--- src/rtl/sertx_pkg.sv ---
package sertx_pkg;
  localparam int DATA_W    = 8;
  localparam int ADDR_W    = 3;
  localparam int MAX_FRAME = 1 + DATA_W + 1 + 2;

  typedef enum logic [ADDR_W-1:0] {
    A_DATA = 3'd0,
    A_CTRL = 3'd1,
    A_FMT  = 3'd2,
    A_STAT = 3'd3,
    A_DIVL = 3'd4,
    A_DIVH = 3'd5
  } reg_addr_e;

  typedef struct packed {
    logic       par_odd;
    logic       par_on;
    logic       two_stop;
    logic [1:0] size;
  } fmt_t;

  localparam fmt_t FMT_RESET = '{par_odd: 1'b0, par_on: 1'b0, two_stop: 1'b0, size: 2'd3};
endpackage

--- src/rtl/sertx_regs.sv ---
module sertx_regs
  import sertx_pkg::*;
#(
  parameter int DIV_W = 16
) (
  input  logic              clk,
  input  logic              rst_n,
  input  logic              gie,
  input  logic              wr_en,
  input  logic [ADDR_W-1:0] wr_addr,
  input  logic [DATA_W-1:0] wr_data,
  input  logic [ADDR_W-1:0] rd_addr,
  input  logic              frame_end,
  input  logic              busy,
  output logic [DATA_W-1:0] rd_data,
  output logic              start,
  output logic [DATA_W-1:0] data_q,
  output fmt_t              fmt_q,
  output logic [DIV_W-1:0]  div_q,
  output logic              dbl_q,
  output logic              tx_en_q,
  output logic              st_empty,
  output logic              st_done,
  output logic              irq_empty,
  output logic              irq_done
);
  localparam int HI_W = DIV_W - 8;

  logic [7:0]      div_lo;
  logic [HI_W-1:0] div_hi;
  logic            ie_empty, ie_done;
  logic            wr_ctrl, txen_rise, serve_e, serve_d;
  logic            empty_nx, done_nx;

  assign div_q     = {div_hi, div_lo};
  assign wr_ctrl   = wr_en && (wr_addr == A_CTRL);
  assign txen_rise = wr_ctrl && wr_data[0] && !tx_en_q;
  assign start     = wr_en && (wr_addr == A_DATA) && tx_en_q && !busy;
  assign serve_e   = gie && st_empty && ie_empty;
  assign serve_d   = gie && st_done && ie_done;

  always_comb begin
    empty_nx = st_empty;
    done_nx  = st_done;
    if (serve_e)   empty_nx = 1'b0;
    if (serve_d)   done_nx  = 1'b0;
    if (txen_rise) empty_nx = 1'b1;
    if (frame_end) begin
      empty_nx = 1'b1;
      done_nx  = 1'b1;
    end
    if (start) begin
      empty_nx = 1'b0;
      done_nx  = 1'b0;
    end
  end

  always_ff @(posedge clk) begin
    if (!rst_n) begin
      data_q    <= '0;
      fmt_q     <= FMT_RESET;
      div_lo    <= '0;
      div_hi    <= '0;
      dbl_q     <= 1'b0;
      tx_en_q   <= 1'b0;
      ie_empty  <= 1'b0;
      ie_done   <= 1'b0;
      st_empty  <= 1'b1;
      st_done   <= 1'b0;
      irq_empty <= 1'b0;
      irq_done  <= 1'b0;
    end else begin
      st_empty  <= empty_nx;
      st_done   <= done_nx;
      irq_empty <= serve_e;
      irq_done  <= serve_d;
      if (start) data_q <= wr_data;
      if (wr_ctrl) begin
        tx_en_q  <= wr_data[0];
        ie_empty <= wr_data[1];
        ie_done  <= wr_data[2];
      end
      if (wr_en && wr_addr == A_FMT)  fmt_q  <= fmt_t'(wr_data[4:0]);
      if (wr_en && wr_addr == A_STAT) dbl_q  <= wr_data[2];
      if (wr_en && wr_addr == A_DIVL) div_lo <= wr_data;
      if (wr_en && wr_addr == A_DIVH) div_hi <= wr_data[HI_W-1:0];
    end
  end

  always_comb begin
    case (rd_addr)
      A_DATA:  rd_data = data_q;
      A_CTRL:  rd_data = {5'b0, ie_done, ie_empty, tx_en_q};
      A_FMT:   rd_data = {3'b0, fmt_q};
      A_STAT:  rd_data = {5'b0, dbl_q, st_done, st_empty};
      A_DIVL:  rd_data = div_lo;
      A_DIVH:  rd_data = 8'(div_hi);
      default: rd_data = '0;
    endcase
  end
endmodule

--- src/rtl/sertx_baud.sv ---
module sertx_baud #(
  parameter int DIV_W = 16
) (
  input  logic             clk,
  input  logic             rst_n,
  input  logic             load,
  input  logic             run,
  input  logic [DIV_W-1:0] div,
  input  logic             dbl,
  output logic             tick
);
  localparam int CNT_W = DIV_W + 5;

  logic [CNT_W-1:0] len_q, cnt_q, len_nx;

  assign len_nx = (dbl ? (CNT_W'(div) << 3) : (CNT_W'(div) << 4)) + CNT_W'(1);
  assign tick   = run && (cnt_q == len_q - CNT_W'(1));

  always_ff @(posedge clk) begin
    if (!rst_n) begin
      len_q <= CNT_W'(1);
      cnt_q <= '0;
    end else if (load) begin
      len_q <= len_nx;
      cnt_q <= '0;
    end else if (run) begin
      cnt_q <= tick ? '0 : cnt_q + CNT_W'(1);
    end
  end
endmodule

--- src/rtl/sertx_shifter.sv ---
module sertx_shifter
  import sertx_pkg::*;
(
  input  logic              clk,
  input  logic              rst_n,
  input  logic              load,
  input  logic [DATA_W-1:0] data,
  input  fmt_t              fmt,
  input  logic              tick,
  output logic              busy,
  output logic              tx,
  output logic              frame_end
);
  localparam int IDX_W = $clog2(MAX_FRAME + 1);

  logic [MAX_FRAME-1:0] frame_nx, frame_q;
  logic [IDX_W-1:0]     nbits_nx, nbits_q, idx_q;
  logic                 par;
  int                   nd;

  always_comb begin
    nd       = 5 + int'(fmt.size);
    frame_nx = '1;
    frame_nx[0] = 1'b0;
    par      = fmt.par_odd;
    for (int i = 0; i < DATA_W; i++) begin
      if (i < nd) begin
        frame_nx[1+i] = data[i];
        par           = par ^ data[i];
      end
    end
    if (fmt.par_on) frame_nx[1+nd] = par;
    nbits_nx = IDX_W'(1 + nd + (fmt.par_on ? 1 : 0) + (fmt.two_stop ? 2 : 1));
  end

  assign frame_end = busy && tick && (idx_q == nbits_q - IDX_W'(1));
  assign tx        = busy ? frame_q[idx_q] : 1'b1;

  always_ff @(posedge clk) begin
    if (!rst_n) begin
      busy    <= 1'b0;
      frame_q <= '1;
      nbits_q <= '0;
      idx_q   <= '0;
    end else if (load) begin
      busy    <= 1'b1;
      frame_q <= frame_nx;
      nbits_q <= nbits_nx;
      idx_q   <= '0;
    end else if (frame_end) begin
      busy  <= 1'b0;
      idx_q <= '0;
    end else if (busy && tick) begin
      idx_q <= idx_q + IDX_W'(1);
    end
  end
endmodule

--- src/rtl/sertx_top.sv ---
module sertx_top
  import sertx_pkg::*;
#(
  parameter int DIV_W = 16
) (
  input  logic              clk,
  input  logic              rst_n,
  input  logic              gie,
  input  logic              wr_en,
  input  logic [ADDR_W-1:0] wr_addr,
  input  logic [DATA_W-1:0] wr_data,
  input  logic [ADDR_W-1:0] rd_addr,
  output logic [DATA_W-1:0] rd_data,
  output logic              tx,
  output logic              irq_empty,
  output logic              irq_done
);
  logic              start, busy, tick, frame_end;
  logic              dbl_q, tx_en_q, st_empty, st_done;
  logic [DATA_W-1:0] data_q;
  logic [DIV_W-1:0]  div_q;
  fmt_t              fmt_q;

  sertx_regs #(.DIV_W(DIV_W)) u_regs (
    .clk(clk), .rst_n(rst_n), .gie(gie), .wr_en(wr_en), .wr_addr(wr_addr),
    .wr_data(wr_data), .rd_addr(rd_addr), .frame_end(frame_end), .busy(busy),
    .rd_data(rd_data), .start(start), .data_q(data_q), .fmt_q(fmt_q),
    .div_q(div_q), .dbl_q(dbl_q), .tx_en_q(tx_en_q), .st_empty(st_empty),
    .st_done(st_done), .irq_empty(irq_empty), .irq_done(irq_done)
  );

  sertx_baud #(.DIV_W(DIV_W)) u_baud (
    .clk(clk), .rst_n(rst_n), .load(start), .run(busy),
    .div(div_q), .dbl(dbl_q), .tick(tick)
  );

  sertx_shifter u_shift (
    .clk(clk), .rst_n(rst_n), .load(start), .data(wr_data), .fmt(fmt_q),
    .tick(tick), .busy(busy), .tx(tx), .frame_end(frame_end)
  );
endmodule

--- config.mk ---
export PLATFORM = sky130hd
export DESIGN_NAME = sertx_top
export DESIGN_NICKNAME = d
export VERILOG_FILES = /design/src/rtl/sertx_pkg.sv /design/src/rtl/sertx_regs.sv /design/src/rtl/sertx_baud.sv /design/src/rtl/sertx_shifter.sv /design/src/rtl/sertx_top.sv
export SDC_FILE = /design/constraint.sdc
export NUM_CORES = 1
export LEC_CHECK = 0
export ABC_CLOCK_PERIOD_IN_PS = 4300
export BUFFER_PORTS_ARGS = -buffer_cell sky130_fd_sc_hd__buf_4
export CAP_MARGIN = 20
export CORE_ASPECT_RATIO = 0.9
export CORE_MARGIN = 2
export CORE_UTILIZATION = 57
export CTS_BUF_LIST = sky130_fd_sc_hd__clkbuf_4 sky130_fd_sc_hd__clkbuf_8 sky130_fd_sc_hd__clkbuf_16
export DETAILED_ROUTE_END_ITERATION = 8
export GPL_TIMING_DRIVEN = 0
export PLACE_DENSITY_LB_ADDON = 0.05
export SYNTH_ARGS = -nofsm -noshare
export SYNTH_HDL_FRONTEND = slang
export SYNTH_HIERARCHICAL = 1
export SYNTH_SLANG_ARGS = --single-unit
--- constraint.sdc ---
create_clock -name clk -period 4.3 [get_ports clk]
set_input_delay 0.86 -clock clk [delete_from_list [all_inputs] [get_ports clk]]
set_output_delay 0.86 -clock clk [all_outputs]
set_load 0.03 [all_outputs]
# --- Yosys cells after proc, flatten, opt, wreduce, memory -nomap -nowiden ---
# Cells that the tools add are included.
classes:
  addsub: 9
  n_lt_le_gt_ge: 11
  eq_ne: 12
  muxes: 36
  bitwise_logic: 9
  n_reduce_logical: 27
op_table:
  columns: ["operator", "n"]
  rows:
  - ["4-bit by 32-bit less-than comparator with 1-bit output, first input constant", 4]
  - ["3-bit by 32-bit less-than comparator with 1-bit output, first input constant", 2]
  - ["8-bit one-hot mux with 6 select lines", 1]
  - ["21-bit by 1-bit adder with 21-bit output, second input constant", 2]
  - ["32-bit by 1-bit >= comparator with 1-bit output, second input constant", 1]
  - ["1-bit by 32-bit less-than comparator with 1-bit output, first input constant", 1]
  - ["2-bit by 32-bit less-than comparator with 1-bit output, first input constant", 1]
  - ["32-bit by 6-bit less-than comparator with 1-bit output, second input constant", 1]
  - ["1-bit 2-to-1 mux", 28]
  - ["21-bit == test", 1]
  - ["21-bit 2-to-1 mux", 1]
  - ["21-bit by 1-bit subtractor with 21-bit output, second input constant", 1]
  - ["20-bit 2-to-1 mux", 1]
  - ["1-bit logical AND", 18]
  - ["12-bit bitwise mux", 1]
  - ["3-bit by 2-bit == test with 1-bit output, second input constant", 4]
  - ["3-bit == test, second input constant", 4]
  - ["12-bit 2-to-1 mux", 1]
  - ["4-bit adder", 2]
  - ["1-bit XOR", 8]
  - ["3-bit by 1-bit == test with 1-bit output, second input constant", 2]
  - ["3-bit logical NOT", 2]
  - ["1-bit by 4-bit adder with 5-bit output, first input constant", 1]
  - ["4-bit by 5-bit less-than comparator with 1-bit output, second input constant", 1]
  - ["other kinds (13)", 15]
word_totals:
  reg_bits: 100
  input_bits: 18
  out_inout_bits: 11
  elab_cells: 125

# --- Depth between registers and ports, before layout ---
depth:
  word_depth: 19
  ltp_mapped: 12
  mapped_depth_nobuf: 12

# --- Hierarchy ---
# Netlist, hierarchy kept.
by_module_without_submodules:
  columns: ["module", "instances", "cells_per_inst", "area_per_inst_um2", "seq_area_each_um2"]
  rows:
  - ["sertx_baud", 1, 206, 1980.6, 760.7]
  - ["sertx_regs", 1, 175, 1659.1, 740.7]
  - ["sertx_shifter", 1, 144, 1346.3, 420.4]

# --- Worst setup path after synthesis ---
# No wires, ideal clock.
synth_path:
  kind: "input -> output"
  startpoint: "input rd_addr[0]"
  endpoint: "output rd_data[1]"
  arrival_time_ns: 1.993
  required_time_ns: 3.440
  path_slack_ns: 1.447
  cell_stages: 5
  n_path_buf: 2
  path_cell_list: "buf_6 buf_6 nor2_1 a22oi_1 o21ai_0"
synth_between:
  elab_chain_cells: 2
  word_cells_on_any_way: 7
  classes_between: "5 x eq/ne; 1 x mux; 1 x reduce/logical"
synth_rtl:
  columns: ["item", "line", "source"]
  rows:
  - ["start, declared", "sertx_top.sv:12", "input logic [ADDR_W-1:0] rd_addr,"]
  - ["3-bit == test (tied with other cells)", "sertx_regs.sv:91", "case (rd_addr)"]
  - ["8-bit one-hot mux with 6 select lines (*)", "sertx_regs.sv:91", null]
  - ["end, declared", "sertx_top.sv:13", "output logic [DATA_W-1:0] rd_data,"]
# Mark *: on every way between the ends. The rest lies on a longest branch, timed or not.

# --- Worst setup path in the final report ---
layout_path:
  startpoint: "register u_shift.idx_q[0]"
  endpoint: "output tx"
layout_between:
  elab_chain_cells: 3
layout_rtl:
  columns: ["item", "line", "source"]
  rows:
  - ["start, declared", "sertx_shifter.sv:17", "logic [IDX_W-1:0] nbits_nx, nbits_q, idx_q;"]
  - ["start signal, assigned", "sertx_shifter.sv:54", "idx_q <= idx_q + IDX_W'(1);"]
  - ["1-bit binary-select mux with 4-bit select", "sertx_shifter.sv:37", "assign tx = busy ? frame_q[idx_q] : 1'b1;"]
  - ["1-bit 2-to-1 mux (not written as such)", "sertx_shifter.sv:37", null]
  - ["1-bit 2-to-1 mux", "sertx_shifter.sv:37", null]
  - ["end, declared", "sertx_top.sv:14", "output logic tx,"]
# Every way passes these cells. The select of a mux whose other input is x is not followed.

==> key figures <==
Floorplan
  • Die X: 103 microns
  • Die H: 92.7 microns
  • Die area: 9510 sq um
  • Row Count: 32
  • Core ar.: 8530 sq um
  • Initial Util: 0.585
  • Io pins: 29

Timing
  • Unrepaired setup endpoints after global routing: false
  • Slew Limit Fails: 0
  • Final period util: 0.677
  • Slew @ Worst Pin: 561 ps
  • Clock Skew: 10.5 ps
  • Highest clock rate: 343 MHz
  • Final hold violations: 0
  • Setup TNS: 0 ps
  • # setup viols final: 0
  • Final min period: 2910 ps
  • Slew headroom: 0.626

Critical path
  • Worst r2r src: u_regs/fmt_q[0]
  • Crit start category: register
  • WP data arrival: 2050 ps
  • Setup CP Type: register to output port
  • Reg2reg end: u_shift/frame_q[11]
  • Crit Path Max Fanout: 6
  • FF-to-FF path depth: 7
  • CP Capture Type: output port
  • R2R Setup Slk: 1730 ps
  • CP Data Required Time: 3440 ps

Clock tree
  • CTS tree: yes
  • CTS max path bufs: 2
  • H-tree levels: 3
  • CTS resizes: 0
  • Root buf cell: clkbuf_8
  • Clk slew on worst S/H paths: 90 ps
  • Setup repair bufs after CTS: 0
  • Cts bufs inserted: 9
  • # clock sinks: 96
  • Later-pin clock latency in the skew report: 360 ps
  • Cts hold-fix bufs: 0

Logic synthesis
  • Commonest cells post-synth: 96 x dfxtp_1, 59 x nand2_1, 39 x mux2i_1
  • Most numerous cell in the Yosys netlist: dfxtp_1
  • Synthesized cell area: 4990 sq um
  • Largest cells by area after synthesis: dfxtp_1 39%, mux2i_1 7.8%, xor2_1 6.1%
  • Syn Inst Count: 525
  • Seq/Total Area, Yosys: 0.385
  • Synth warn: 6
  • FFs w/ async S/R, synth: 0
  • Synth Flop Type: dfxtp_1
  • Syn_nets: 559
  • Number of enable flip-flop cells after synthesis: 0
  • Yosys top cell area share: 0.385
  • Netlist cell types: 57
  • Leading area contributor after synthesis: dfxtp_1
  • Mean Syn Cell Area: 9.50 sq um
  • Yosys reg bits: 96

Pwr
  • Pwr per Cell Area: 316 nW/um^2
  • Internal power: 0.00135 W
  • NetSw: 0.000417 W
  • Clock power share: 0.408
  • Flop pwr share: 0.511
  • Pleak: 2.36 nW
  • Design Power: 0.00177 W
  • Sw frac: 0.236
  • Max VDD drop: 0.000213 V
  • Comb pwr share: 0.081

Placed design
  • IO Port Bufs: 27
  • Placer Congestion: 0.842
  • Detailed placement HPWL: 8620 microns

Global route
  • Total grt overflow: 0
  • Initial antenna violation count: 0
  • First-pass GRT wire length: 18400 microns
  • Vias in the first global route: 3650
  • Met2 Use GR: 0.386
  • Largest net degree at the start of global routing: 18
  • Gr usage total: 0.251
  • M1 GR Usage: 0.360
  • GR Layer Usage met3: 0.0634
  • GRT busiest layer: met2

Job
  • Max-cap violations: 0

Min path
  • Hold Crit Endpoint: u_shift/frame_q[0]
  • Hold path start: u_shift/frame_q[0]
  • Worst hold stages: 2
  • Hold Crit Class: register to register

Detailed routing
  • Drt wl/cell: 16.4 microns
  • Via/cell ratio: 5.62
  • Pre-antenna DRT Iters: 5
  • First-iteration detailed-routing DRC count: 178
  • Antenna-violating nets left: 0
  • DR DRC count: 0
  • DRT Wirelength: 11300 microns
  • DR vias: 3858

Finish
  • Area delta synth->final: 12.0%
  • # diodes: 0
  • Share of layout cells above drive strength 1: 0.165
  • Final nets: 597

Status
  • Status: completed
[placed cells by master (no fill, tap or decap), drive strengths merged, types with 17 or more instances in the layout]
cell    instances
dfxtp          96
nand2          59
mux2i          39
buf            39
nor2           38
nand3          36
xor2           35
o21ai          28
clkbuf         25
inv            21
o211a          17
[through the flow]
| stage | util | cell area [sq um] | hold WS (ps) | std cells | worst slack [ps] |
|---|---|---|---|---|---|
| CTS | 0.655 | 5590 | 464 | 687 | 1350 |
| finish | 0.655 | 5590 | 459 | 687 | 1390 |
| floorplan | - | 4990 | 427 | 525 | 1450 |
| detailed placement | 0.626 | 5340 | 447 | 671 | 1490 |
| global placement | 0.626 | 5340 | 438 | 671 | 1480 |
| global route | 0.655 | 5590 | 499 | 687 | 1250 |
[worst max-delay path by stage]
| stage | end | from | depth (start not counted) | slack (ps) |
|---|---|---|---|---|
| 2_1_floorplan | rd_data[1] | rd_addr[0] | 5 | 1450 |
| 3_3_place_gp | u_shift/frame_q[4] | wr_addr[2] | 9 | 1480 |
| 3_5_place_dp | rd_data[4] | rd_addr[1] | 5 | 1490 |
| 4_1_cts | tx | u_shift/idx_q[0] | 5 | 1350 |
| 5_1_grt | tx | u_shift/idx_q[0] | 5 | 1250 |
| 6_report | tx | u_shift/idx_q[0] | 5 | 1390 |
[metal layers]
layer,share of wire,vias to the layer above
met5,0,-
met1,0.49,1863
met2,0.46,73
li1,-,1912
met3,0.046,10
met4,0.0071,0
[logic make-up (layout without fill, tap and decap cells)]
logic type | count (synthesis) | after routing | synth area share
xor+xnor | 53 | 53 | 0.0991
buf+inv | 46 | 89 | 0.0434
simple gates | 183 | 183 | 0.198
mux | 50 | 50 | 0.112
fa+ha+maj | 16 | 16 | 0.0432
compound gates | 81 | 81 | 0.119
flops | 96 | 96 | 0.385
[flip-flops by register name, summed over array words and instances, names as in the netlist]
register          count
u_baud/cnt_q         21
u_regs/ie_done        1
u_regs/div_hi         8
u_shift/busy          1
u_shift/frame_q      12
u_regs/fmt_q          5
u_regs/irq_done       1
u_shift/idx_q         4
u_regs/ie_empty       1
u_regs/irq_empty      1
u_shift/nbits_q       4
u_regs/tx_en_q        1
u_regs/st_empty       1
u_regs/data_q         8
u_regs/st_done        1
u_regs/dbl_q          1
u_baud/len_q         17
u_regs/div_lo         8
[area by class of cell]
cell class | count | area (sq um)
Fill cell | 750 | 2940
Multi-Input combinational cell | 383 | 2850
Sequential cell | 96 | 1920
Timing Repair Buffer | 27 | 203
Buffer | 28 | 149
Tap cell | 119 | 149
Clock buffer | 9 | 124
Clock inverter | 7 | 124
Inverter | 18 | 67.6
[power by group through the flow]
stage	clock network (W)	registers [W]	logic, W
after global placement	0	0.000922	0.000138
final	0.000721	0.000902	0.000144
after global routing	0.000771	0.000903	0.000155
after detailed placement	0	0.000922	0.000142
after floorplan	0	0.000920	0.0000956
after CTS	0.000745	0.000902	0.000142
[critical path, cell delays in order, from the launching register on]
cell and delay, ps:
dfxtp_1 350, clkbuf_1 350, mux4_2 550, mux2i_1 140, o211ai_1 100, buf_4 190
No activity file was read; power rests on OpenSTA's default activity.
